### src/rtl/rdsem_pkg.sv
package rdsem_pkg;

    typedef enum logic [1:0] {
        POLL_IDLE  = 2'd0,
        POLL_ISSUE = 2'd1,
        POLL_WAIT  = 2'd2
    } poll_state_e;

    function automatic int unsigned idx_width(input int unsigned n);
        return (n > 1) ? $clog2(n) : 1;
    endfunction

endpackage

### src/rtl/rdsem_prio_arb.sv
module rdsem_prio_arb #(
    parameter int unsigned NUM_REQ = 3
) (
    input  logic [NUM_REQ-1:0] req,
    output logic [NUM_REQ-1:0] gnt
);

    logic [NUM_REQ:0] seen;

    assign seen[0] = 1'b0;

    for (genvar g = 0; g < NUM_REQ; g++) begin : g_chain
        assign gnt[g]      = req[g] & ~seen[g];
        assign seen[g + 1] = seen[g] | req[g];
    end

endmodule

### src/rtl/rdsem_core.sv
module rdsem_core
    import rdsem_pkg::*;
#(
    parameter int unsigned NUM_AGENTS = 3,
    localparam int unsigned OWNER_W   = idx_width(NUM_AGENTS)
) (
    input  logic                  clk,
    input  logic                  rst_n,
    input  logic [NUM_AGENTS-1:0] rd_req,
    input  logic [NUM_AGENTS-1:0] wr_req,
    input  logic [NUM_AGENTS-1:0] wr_bit,
    output logic [NUM_AGENTS-1:0] rsp_vld,
    output logic [NUM_AGENTS-1:0] rsp_bit,
    output logic [OWNER_W-1:0]    owner,
    output logic                  busy
);

    typedef struct packed {
        logic                  busy;
        logic [OWNER_W-1:0]    owner;
        logic [NUM_AGENTS-1:0] rvld;
        logic [NUM_AGENTS-1:0] rbit;
    } core_t;

    core_t q, d;
    logic [NUM_AGENTS-1:0] free_req;
    logic [NUM_AGENTS-1:0] gnt;
    logic                  rel;

    assign free_req = rd_req & {NUM_AGENTS{~q.busy}};

    rdsem_prio_arb #(.NUM_REQ(NUM_AGENTS)) u_arb (
        .req (free_req),
        .gnt (gnt)
    );

    always_comb begin
        d      = q;
        d.rvld = rd_req;
        d.rbit = gnt;
        rel    = 1'b0;
        for (int i = 0; i < NUM_AGENTS; i++) begin
            if (q.busy && (q.owner == OWNER_W'(i)) && wr_req[i] && wr_bit[i]) begin
                rel = 1'b1;
            end
        end
        if (q.busy) begin
            if (rel) begin
                d.busy  = 1'b0;
                d.owner = '0;
            end
        end else if (|gnt) begin
            d.busy = 1'b1;
            for (int i = 0; i < NUM_AGENTS; i++) begin
                if (gnt[i]) begin
                    d.owner = OWNER_W'(i);
                end
            end
        end
    end

    always_ff @(posedge clk) begin
        if (!rst_n) begin
            q <= '0;
        end else begin
            q <= d;
        end
    end

    assign rsp_vld = q.rvld;
    assign rsp_bit = q.rbit;
    assign owner   = q.owner;
    assign busy    = q.busy;

    assert_single_grant_R4: assert property (@(posedge clk) disable iff (!rst_n)
        $onehot0(rsp_bit));

    assert_grant_sets_busy_R2: assert property (@(posedge clk) disable iff (!rst_n)
        (|rsp_bit) |-> busy);

    assert_free_stays_free_R2: assert property (@(posedge clk) disable iff (!rst_n)
        (!busy && rd_req == '0) |=> !busy);

    assert_owner_stable_R6: assert property (@(posedge clk) disable iff (!rst_n)
        (busy && (wr_req & wr_bit) == '0) |=> (busy && $stable(owner)));

    for (genvar g = 0; g < NUM_AGENTS; g++) begin : g_chk
        assert_held_read_zero_R3: assert property (@(posedge clk) disable iff (!rst_n)
            (busy && rd_req[g]) |=> !rsp_bit[g]);

        assert_answer_follows_read_R10: assert property (@(posedge clk) disable iff (!rst_n)
            rd_req[g] |=> rsp_vld[g]);

        assert_release_frees_R5: assert property (@(posedge clk) disable iff (!rst_n)
            (busy && owner == OWNER_W'(g) && wr_req[g] && wr_bit[g]) |=> !busy);
    end

endmodule

### src/rtl/rdsem_poller.sv
module rdsem_poller
    import rdsem_pkg::*;
#(
    parameter int unsigned POLL_LIMIT = 10,
    localparam int unsigned CNT_W     = (POLL_LIMIT > 1) ? $clog2(POLL_LIMIT) : 1
) (
    input  logic clk,
    input  logic rst_n,
    input  logic go,
    input  logic rsp_vld,
    input  logic rsp_bit,
    output logic rd_out,
    output logic active,
    output logic won,
    output logic expired
);

    typedef struct packed {
        poll_state_e      st;
        logic [CNT_W-1:0] cnt;
        logic             won;
        logic             expired;
    } poll_t;

    poll_t q, d;

    always_comb begin
        d         = q;
        d.won     = 1'b0;
        d.expired = 1'b0;
        unique case (q.st)
            POLL_IDLE: begin
                if (go) begin
                    d.st  = POLL_ISSUE;
                    d.cnt = '0;
                end
            end
            POLL_ISSUE: begin
                d.st = POLL_WAIT;
            end
            POLL_WAIT: begin
                if (rsp_vld && rsp_bit) begin
                    d.won = 1'b1;
                    d.st  = POLL_IDLE;
                end else if (q.cnt == CNT_W'(POLL_LIMIT - 1)) begin
                    d.expired = 1'b1;
                    d.st      = POLL_IDLE;
                end else begin
                    d.cnt = q.cnt + 1'b1;
                    d.st  = POLL_ISSUE;
                end
            end
            default: d.st = POLL_IDLE;
        endcase
    end

    always_ff @(posedge clk) begin
        if (!rst_n) begin
            q <= '{st: POLL_IDLE, cnt: '0, won: 1'b0, expired: 1'b0};
        end else begin
            q <= d;
        end
    end

    assign rd_out  = (q.st == POLL_ISSUE);
    assign active  = (q.st != POLL_IDLE);
    assign won     = q.won;
    assign expired = q.expired;

    assert_won_needs_grant_R8: assert property (@(posedge clk) disable iff (!rst_n)
        won |-> $past(rsp_vld && rsp_bit));

    assert_outcomes_exclusive_R9: assert property (@(posedge clk) disable iff (!rst_n)
        !(won && expired));

    assert_read_answered_R10: assert property (@(posedge clk) disable iff (!rst_n)
        rd_out |=> rsp_vld);

endmodule

### src/rtl/rdsem_top.sv
module rdsem_top
    import rdsem_pkg::*;
#(
    parameter int unsigned NUM_AGENTS = 3,
    parameter int unsigned POLL_LIMIT = 10,
    localparam int unsigned OWNER_W   = idx_width(NUM_AGENTS)
) (
    input  logic                  clk,
    input  logic                  rst_n,
    input  logic [NUM_AGENTS-1:0] bus_rd,
    input  logic [NUM_AGENTS-1:0] bus_wr,
    input  logic [NUM_AGENTS-1:0] bus_wdata,
    output logic [NUM_AGENTS-1:0] bus_rvld,
    output logic [NUM_AGENTS-1:0] bus_rdata,
    input  logic [NUM_AGENTS-1:0] poll_go,
    output logic [NUM_AGENTS-1:0] poll_active,
    output logic [NUM_AGENTS-1:0] poll_won,
    output logic [NUM_AGENTS-1:0] poll_expired,
    output logic [OWNER_W-1:0]    owner_idx,
    output logic                  sem_busy
);

    logic [NUM_AGENTS-1:0] poll_rd;
    logic [NUM_AGENTS-1:0] merged_rd;

    assign merged_rd = bus_rd | poll_rd;

    rdsem_core #(.NUM_AGENTS(NUM_AGENTS)) u_core (
        .clk     (clk),
        .rst_n   (rst_n),
        .rd_req  (merged_rd),
        .wr_req  (bus_wr),
        .wr_bit  (bus_wdata),
        .rsp_vld (bus_rvld),
        .rsp_bit (bus_rdata),
        .owner   (owner_idx),
        .busy    (sem_busy)
    );

    for (genvar g = 0; g < NUM_AGENTS; g++) begin : g_poll
        rdsem_poller #(.POLL_LIMIT(POLL_LIMIT)) u_poll (
            .clk     (clk),
            .rst_n   (rst_n),
            .go      (poll_go[g]),
            .rsp_vld (bus_rvld[g]),
            .rsp_bit (bus_rdata[g]),
            .rd_out  (poll_rd[g]),
            .active  (poll_active[g]),
            .won     (poll_won[g]),
            .expired (poll_expired[g])
        );
    end

endmodule

### config.mk
export PLATFORM = sky130hd
export DESIGN_NAME = rdsem_top
export DESIGN_NICKNAME = d
export VERILOG_FILES = /design/src/rtl/rdsem_pkg.sv /design/src/rtl/rdsem_prio_arb.sv /design/src/rtl/rdsem_core.sv /design/src/rtl/rdsem_poller.sv /design/src/rtl/rdsem_top.sv
export SDC_FILE = /design/constraint.sdc
export NUM_CORES = 1
export LEC_CHECK = 0
export CORE_AREA = 5 5 76 78
export DETAILED_ROUTE_END_ITERATION = 6
export DIE_AREA = 0 0 81 83
export GPL_ROUTABILITY_DRIVEN = 0
export HOLD_SLACK_MARGIN = 0.08
export PLACE_DENSITY = 0.58
export SLEW_MARGIN = 40
export SYNTH_ARGS = -nofsm -noshare
export SYNTH_HDL_FRONTEND = slang
export SYNTH_HIERARCHICAL = 1
export SYNTH_SLANG_ARGS = --single-unit
### constraint.sdc
create_clock -name clk -period 1.35 [get_ports clk]
set_input_delay 0.135 -clock clk [delete_from_list [all_inputs] [get_ports clk]]
set_output_delay 0.135 -clock clk [all_outputs]
set_load 0.05 [all_outputs]
# After elaboration in Yosys (flattened, before gate mapping)
# Cells that the tools add are included.
dict set report classes {
  addsub 3
  n_eq_ne 21
  n_mux 36
  bitwise 12
  reduce_logical 35
}
# cell n
set op_table {}
lappend op_table {{4-bit two-way mux} 6}
lappend op_table {{4-bit one-hot mux with 2 select lines} 3}
lappend op_table {{2-bit inequality test, second input constant} 10}
lappend op_table {{6-bit two-way mux} 3}
lappend op_table {{2-bit one-hot mux with 3 select lines} 3}
lappend op_table {{2-bit nonzero test} 7}
lappend op_table {{4-bit by 1-bit adder with 4-bit output, second input constant} 3}
lappend op_table {{4-bit equality test, second input constant} 3}
lappend op_table {{1-bit logical AND} 12}
lappend op_table {{1-bit two-way mux} 12}
lappend op_table {{2-bit two-way mux} 6}
lappend op_table {{4-bit AND reduction} 3}
lappend op_table {{3-bit OR reduction} 4}
lappend op_table {{3-bit two-way mux} 3}
lappend op_table {{2-bit by 1-bit equality test with 1-bit output, second input constant} 4}
lappend op_table {{2-bit equality test, second input constant} 4}
lappend op_table {{2-bit zero test} 4}
lappend op_table {{1-bit inverter} 7}
lappend op_table {{2-bit AND reduction} 3}
lappend op_table {{4-bit nonzero test} 1}
lappend op_table {{3-bit bitwise AND} 1}
lappend op_table {{3-bit bitwise OR} 1}
lappend op_table {{3-bit AND reduction} 1}
lappend op_table {{1-bit bitwise AND} 2}
lappend op_table {{1-bit bitwise OR} 1}
dict set report totals {
  reg_bits 33
  input_bits 14
  output_inout_bits 18
  elab_cells 123
}

# Logic depth before layout (Yosys ltp)
dict set report logic_depth {
  depth_word 9
  depth_mapped 7
  mapped_depth_nobuf 7
}

# Hierarchy
# Netlist, hierarchy kept.
# module n_inst cells_each area_per_inst_um2
set by_module_without_submodules {}
lappend by_module_without_submodules {rdsem_poller 3 47 427.9}
lappend by_module_without_submodules {rdsem_core 1 39 372.9}
lappend by_module_without_submodules {rdsem_prio_arb 1 3 26.3}
lappend by_module_without_submodules {rdsem_top 1 3 18.8}

# Worst setup path after synthesis
# Ideal clock, no wire load.
dict set report synth_timing {
  path_kind {register to register}
  from {register u_core.q (netlist bit u_core/busy)}
  to {register u_core.q (netlist bit u_core/busy)}
  arrival_time_ns 1.623
  path_slack_ns -0.389
  stages_incl_launch_ff 7
  path_buffers 1
  cell_sequence {dfxtp_1 -> clkbuf_2 -> and2b_1 -> nor2b_1 -> nor3_1 -> nor3b_1 -> a31o_1}
}
# element line_no
set synth_rtl {}
lappend synth_rtl {{start, declared} rdsem_core.sv:25} ;# core_t q, d;
lappend synth_rtl {{start signal, assigned} rdsem_core.sv:64} ;# q <= '0;
lappend synth_rtl {{start signal, assigned} rdsem_core.sv:66} ;# q <= d;

# Final worst setup path
dict set report layout_timing {
  from {register g_poll[0].u_poll/q[6] (netlist name)}
  to {register u_core.q (netlist bit u_core/busy)}
}
dict set report layout_between {
  elab_chain_cells 9
  elab_cells_between_ends 11
  classes_between {1 x eq/ne; 2 x mux; 7 x bitwise; 1 x reduce/logical}
}
# element line_no
set layout_rtl {}
lappend layout_rtl {{start, declared} rdsem_poller.sv:25} ;# poll_t q, d;
lappend layout_rtl {{start signal, assigned} rdsem_poller.sv:59} ;# q <= '{st: POLL_IDLE, cnt: '0, won: 1'b0, expired: 1'b0};
lappend layout_rtl {{2-bit by 1-bit equality test with 1-bit output (*)} rdsem_poller.sv:65} ;# assign rd_out = (q.st == POLL_ISSUE);
lappend layout_rtl {{net poll_rd[0]} rdsem_top.sv:23} ;# logic [NUM_AGENTS-1:0] poll_rd;
lappend layout_rtl {{3-bit bitwise OR (*)} rdsem_top.sv:26} ;# assign merged_rd = bus_rd | poll_rd;
lappend layout_rtl {{net merged_rd[0]} rdsem_top.sv:24} ;# logic [NUM_AGENTS-1:0] merged_rd;
lappend layout_rtl {{3-bit bitwise AND (*)} rdsem_core.sv:30} ;# assign free_req = rd_req & {NUM_AGENTS{~q.busy}};
lappend layout_rtl {{net u_core.free_req[0]} rdsem_core.sv:26} ;# logic [NUM_AGENTS-1:0] free_req;
lappend layout_rtl {{1-bit bitwise OR} rdsem_prio_arb.sv:14} ;# assign seen[g + 1] = seen[g] | req[g];
lappend layout_rtl {{1-bit inverter} rdsem_prio_arb.sv:13} ;# assign gnt[g] = req[g] & ~seen[g];
lappend layout_rtl {{1-bit bitwise AND} rdsem_prio_arb.sv:13}
lappend layout_rtl {{3-bit OR reduction (*)} rdsem_core.sv:52} ;# end else if (|gnt) begin
lappend layout_rtl {{3-bit two-way mux (*)} rdsem_core.sv:52}
lappend layout_rtl {{3-bit two-way mux (*)} rdsem_core.sv:47} ;# if (q.busy) begin
# The timed path passes the listed nets; every way through them passes the cells marked *. The select of a mux whose other input is x is not followed.
# A chain may end at the register's enable or synchronous reset.

==> run summary <==
share of the synthesized area in the top cell type = 38.8%
Switch Pwr = 0.966 mW
average routed wire per standard cell = 11.7 um
Async SR Flop Fraction = 0%
Syn-to-layout area delta = 61.7%
sw frac = 30.9%
Overflow after GRT = 0
hpwl dp = 2860 um
Crit Path Max Fanout = 4
Root Buffer = clkbuf_8
internal power = 2.16 mW
Peak Freq = 0.650 GHz
WHS Endpoint = g_poll[2].u_poll/q[2]$_SDFFE_PN0P_
Total Wirelength = 3810 um
CTS H-tree lvls = 2
Initial Utilization = 34.0%
Inserted Diodes = 0
RSZ-0062 raised after global routing = yes
flop2flop setup slack = -0.19 ns
Fillers = 481
Mapped Avg Cell Area = 9.15 um^2
status = finished, violations left
combinational fraction of design power = 33.4%
initial antenna violation count = 0
Setup crit start kind = flip-flop
Leakage = 1.08 nW
hold_buf cts = 0
min-delay worst type = flip-flop to flip-flop
Final Cycle Share = 114%
multi-input logic area = 0.00114 mm^2
Max IR drop VDD = 0.789 mV
DR vias = 1531
Crit. End Element = flip-flop
CTS Sinks = 33
worst reg2reg endpoint = u_core/busy$_SDFF_PN0_
EDFF count, synth = 0
Worst Hold Depth = 2
max-cap viol count = 0
Final Hold Viols = 0
die width = 81 um
# IOs = 32
Hold Startpoint = g_poll[2].u_poll/q[2]$_SDFFE_PN0P_
register area share after synthesis = 38.8%
final std cells w/o fill = 325
Slew headroom = 78.8%
register area = 674 um^2
CP top delay family = simple AND/OR/NAND/NOR gates
worst clock skew = 0.00738 ns
Buf+Inv Stages, Crit Path = 1
failing checks = setup timing
main area contributors after synthesis = dfxtp_1 (39%), and2_2 (5.3%), ha_1 (4.4%)
Chip Height = 83 um
Final Max Tran Viols = 0
synth warn = 6
DRC viols = 0
layout cells sized above 1 = 45.1%
first-pass GRT wire length = 6690 um
GRT Total Usage = 12.3%
critical path cell sequence = nor2b_4 -> or2_1 -> and2b_2 -> buf_4 -> nor3_2 -> nor3b_1 -> a31o_1
vias in the first global route = 1510
Seq pwr share = 36.9%
Rows = 26
Clock transition at path regs = 0.08 ns
number of synthesized register bits = 33
worst setup path category = flip-flop to flip-flop
antenna viol nets, final = 0
cells after synthesis = 186
PnR worst setup slack = -0.188 ns
cts bufs inserted = 5
Clock power frac = 29.7%
total placed cells including tap cells = 316
setup TNS = -0.628 ns
final setup fails = 5
Primary FF master, synth = dfxtp_1
commonest cells in the netlist = dfxtp_1 (33), nand2_1 (17), and2_2 (12)
DRT Pass-1 Iters = 4
Yosys cell types = 39
Pwr per Cell Area = 1140 mW/mm^2
clock period minus final worst setup slack = 1.54 ns
most frequent cell after synthesis = dfxtp_1
Worst R2R Start = g_poll[0].u_poll/q[6]$_SDFFE_PN0P_
cell area after technology mapping = 0.00170 mm^2
post-synth top area cell = dfxtp_1
nets = 274
clk_lat worst skew = 0.29 ns
largest net degree at the start of global routing = 13
IO buf count = 31
Worst EP arrival = 1.72 ns
reg2reg path depth = 7
Critical Path RT = 1.54 ns
Vias/cell = 4.71
area of the core = 0.00501 mm^2
deepest clock path buffer count = 2
worst slew pin tran = 0.317 ns
Synthesized Nets = 206
CTS tree = built
max incr delay on CP = 0.32 ns
CP max-delay cell = dfxtp_2
die area = 0.00672 mm^2
Initial DRC Count = 48
## logic make-up (layout without fill, tap and decap cells)
logic type / Yosys count / count (layout) / synth area share [%]
and+or+nand+nor: 107 / 107 / 40.3
DFF: 33 / 33 / 38.8
AOI/OAI and AO/OA: 25 / 25 / 11.8
buffers and inverters: 12 / 81 / 2.94
adders and majority gates: 6 / 6 / 4.41
muxes: 3 / 3 / 1.76
## worst max path at each step
stage                              endpoint                          startpoint  cells past startpoint  slack [ns]
3_3_place_gp   u_core/owner[1]$_SDFFE_PN0P_                           bus_rd[0]                      7       -0.28
5_1_grt              u_core/busy$_SDFF_PN0_  g_poll[0].u_poll/q[6]$_SDFFE_PN0P_                      7       -0.26
2_1_floorplan        u_core/busy$_SDFF_PN0_  g_poll[0].u_poll/q[6]$_SDFFE_PN0P_                      7       -0.12
3_5_place_dp         u_core/busy$_SDFF_PN0_                           bus_rd[0]                      7       -0.29
4_1_cts              u_core/busy$_SDFF_PN0_  g_poll[0].u_poll/q[6]$_SDFFE_PN0P_                      7       -0.19
6_report             u_core/busy$_SDFF_PN0_  g_poll[0].u_poll/q[6]$_SDFFE_PN0P_                      7       -0.19
## worst reg2reg max path, cell delays in order (launching register included)
cell	delay, ns
dfxtp_2	0.32
nor2b_4	0.12
or2_1	0.22
and2b_2	0.23
buf_4	0.15
nor3_2	0.17
nor3b_1	0.06
a31o_1	0.17
## stage by stage
step | area (um^2) | worst slack [ns] | hold WS, ns | util (%) | total power [mW]
after floorplan | 1710 | -0.121 | 0.257 | - | 1.68
after global placement | 2450 | -0.276 | 0.528 | 48.9 | 2.14
after detailed placement | 2450 | -0.292 | 0.529 | 48.9 | 2.14
after CTS | 2650 | -0.188 | 0.512 | 52.9 | 3.15
after global routing | 2750 | -0.256 | 0.529 | 54.9 | 3.31
final | 2750 | -0.188 | 0.518 | 54.9 | 3.13
## layer usage
| layer | share of wire, % | global-route usage [%] | wire length [um] | vias to the layer above |
|---|---|---|---|---|
| met5 | 0 | 0 | 0 | - |
| met4 | 1.3 | 4.61 | 51 | 0 |
| met3 | 6.0 | 4.00 | 227 | 5 |
| met2 | 46 | 19.0 | 1750 | 28 |
| met1 | 47 | 15.8 | 1780 | 699 |
| li1 | - | - | - | 799 |
## sequential cells by signal (all words and copies together) (netlist names)
name and cells:
g_poll.u_poll/q 18, g_poll.u_poll/expired 3, g_poll.u_poll/won 3, u_core/rsp_bit 3, u_core/rsp_vld 3, u_core/owner 2, u_core/busy 1
## repair_timing
item                                    CTS  global route
pin swaps                                 5             8
endpoints found under the setup margin   17            20
buffers inserted                          0             1
gates resized for setup                  20            25
## power by group through the flow
stage	Sequential, mW	Combinational, mW	Clock, mW
after floorplan	1.31	0.371	0
after global placement	1.18	0.964	0
after detailed placement	1.17	0.966	0
after CTS	1.16	1.02	0.972
after global routing	1.17	1.11	1.02
final	1.15	1.05	0.931
## layout by cell type (no fill, tap or decap), drive strengths merged
cell type / count
a21boi: 4
a21oi: 1
a31o: 1
a31oi: 1
and2: 18
and2b: 3
and3b: 6
buf: 50
bufinv: 1
clkbuf: 5
clkdlybuf4s50: 13
clkinv: 1
clkinvlp: 1
dfxtp: 33
ha: 6
inv: 10
mux2i: 3
nand2: 18
nand2b: 7
nand3: 6
nand3b: 6
nand4: 6
nand4b: 3
nor2: 9
nor2b: 7
nor3: 1
nor3b: 2
nor4bb: 3
o211ai: 4
o21ai: 1
o22ai: 4
o311ai: 6
o31ai: 3
or2: 6
or3b: 3
or4: 3
## final cells by class
cell class | count | share of cell area (%)
clock buffers | 5 | 2.50
clock inverters | 3 | 1.68
inverters | 10 | 1.36
multi-input cells | 141 | 41.5
flip-flops and latches | 33 | 24.5
well taps | 70 | 3.18
repair buffers | 63 | 25.2
Note: power is estimated with default switching activity, not from simulation.
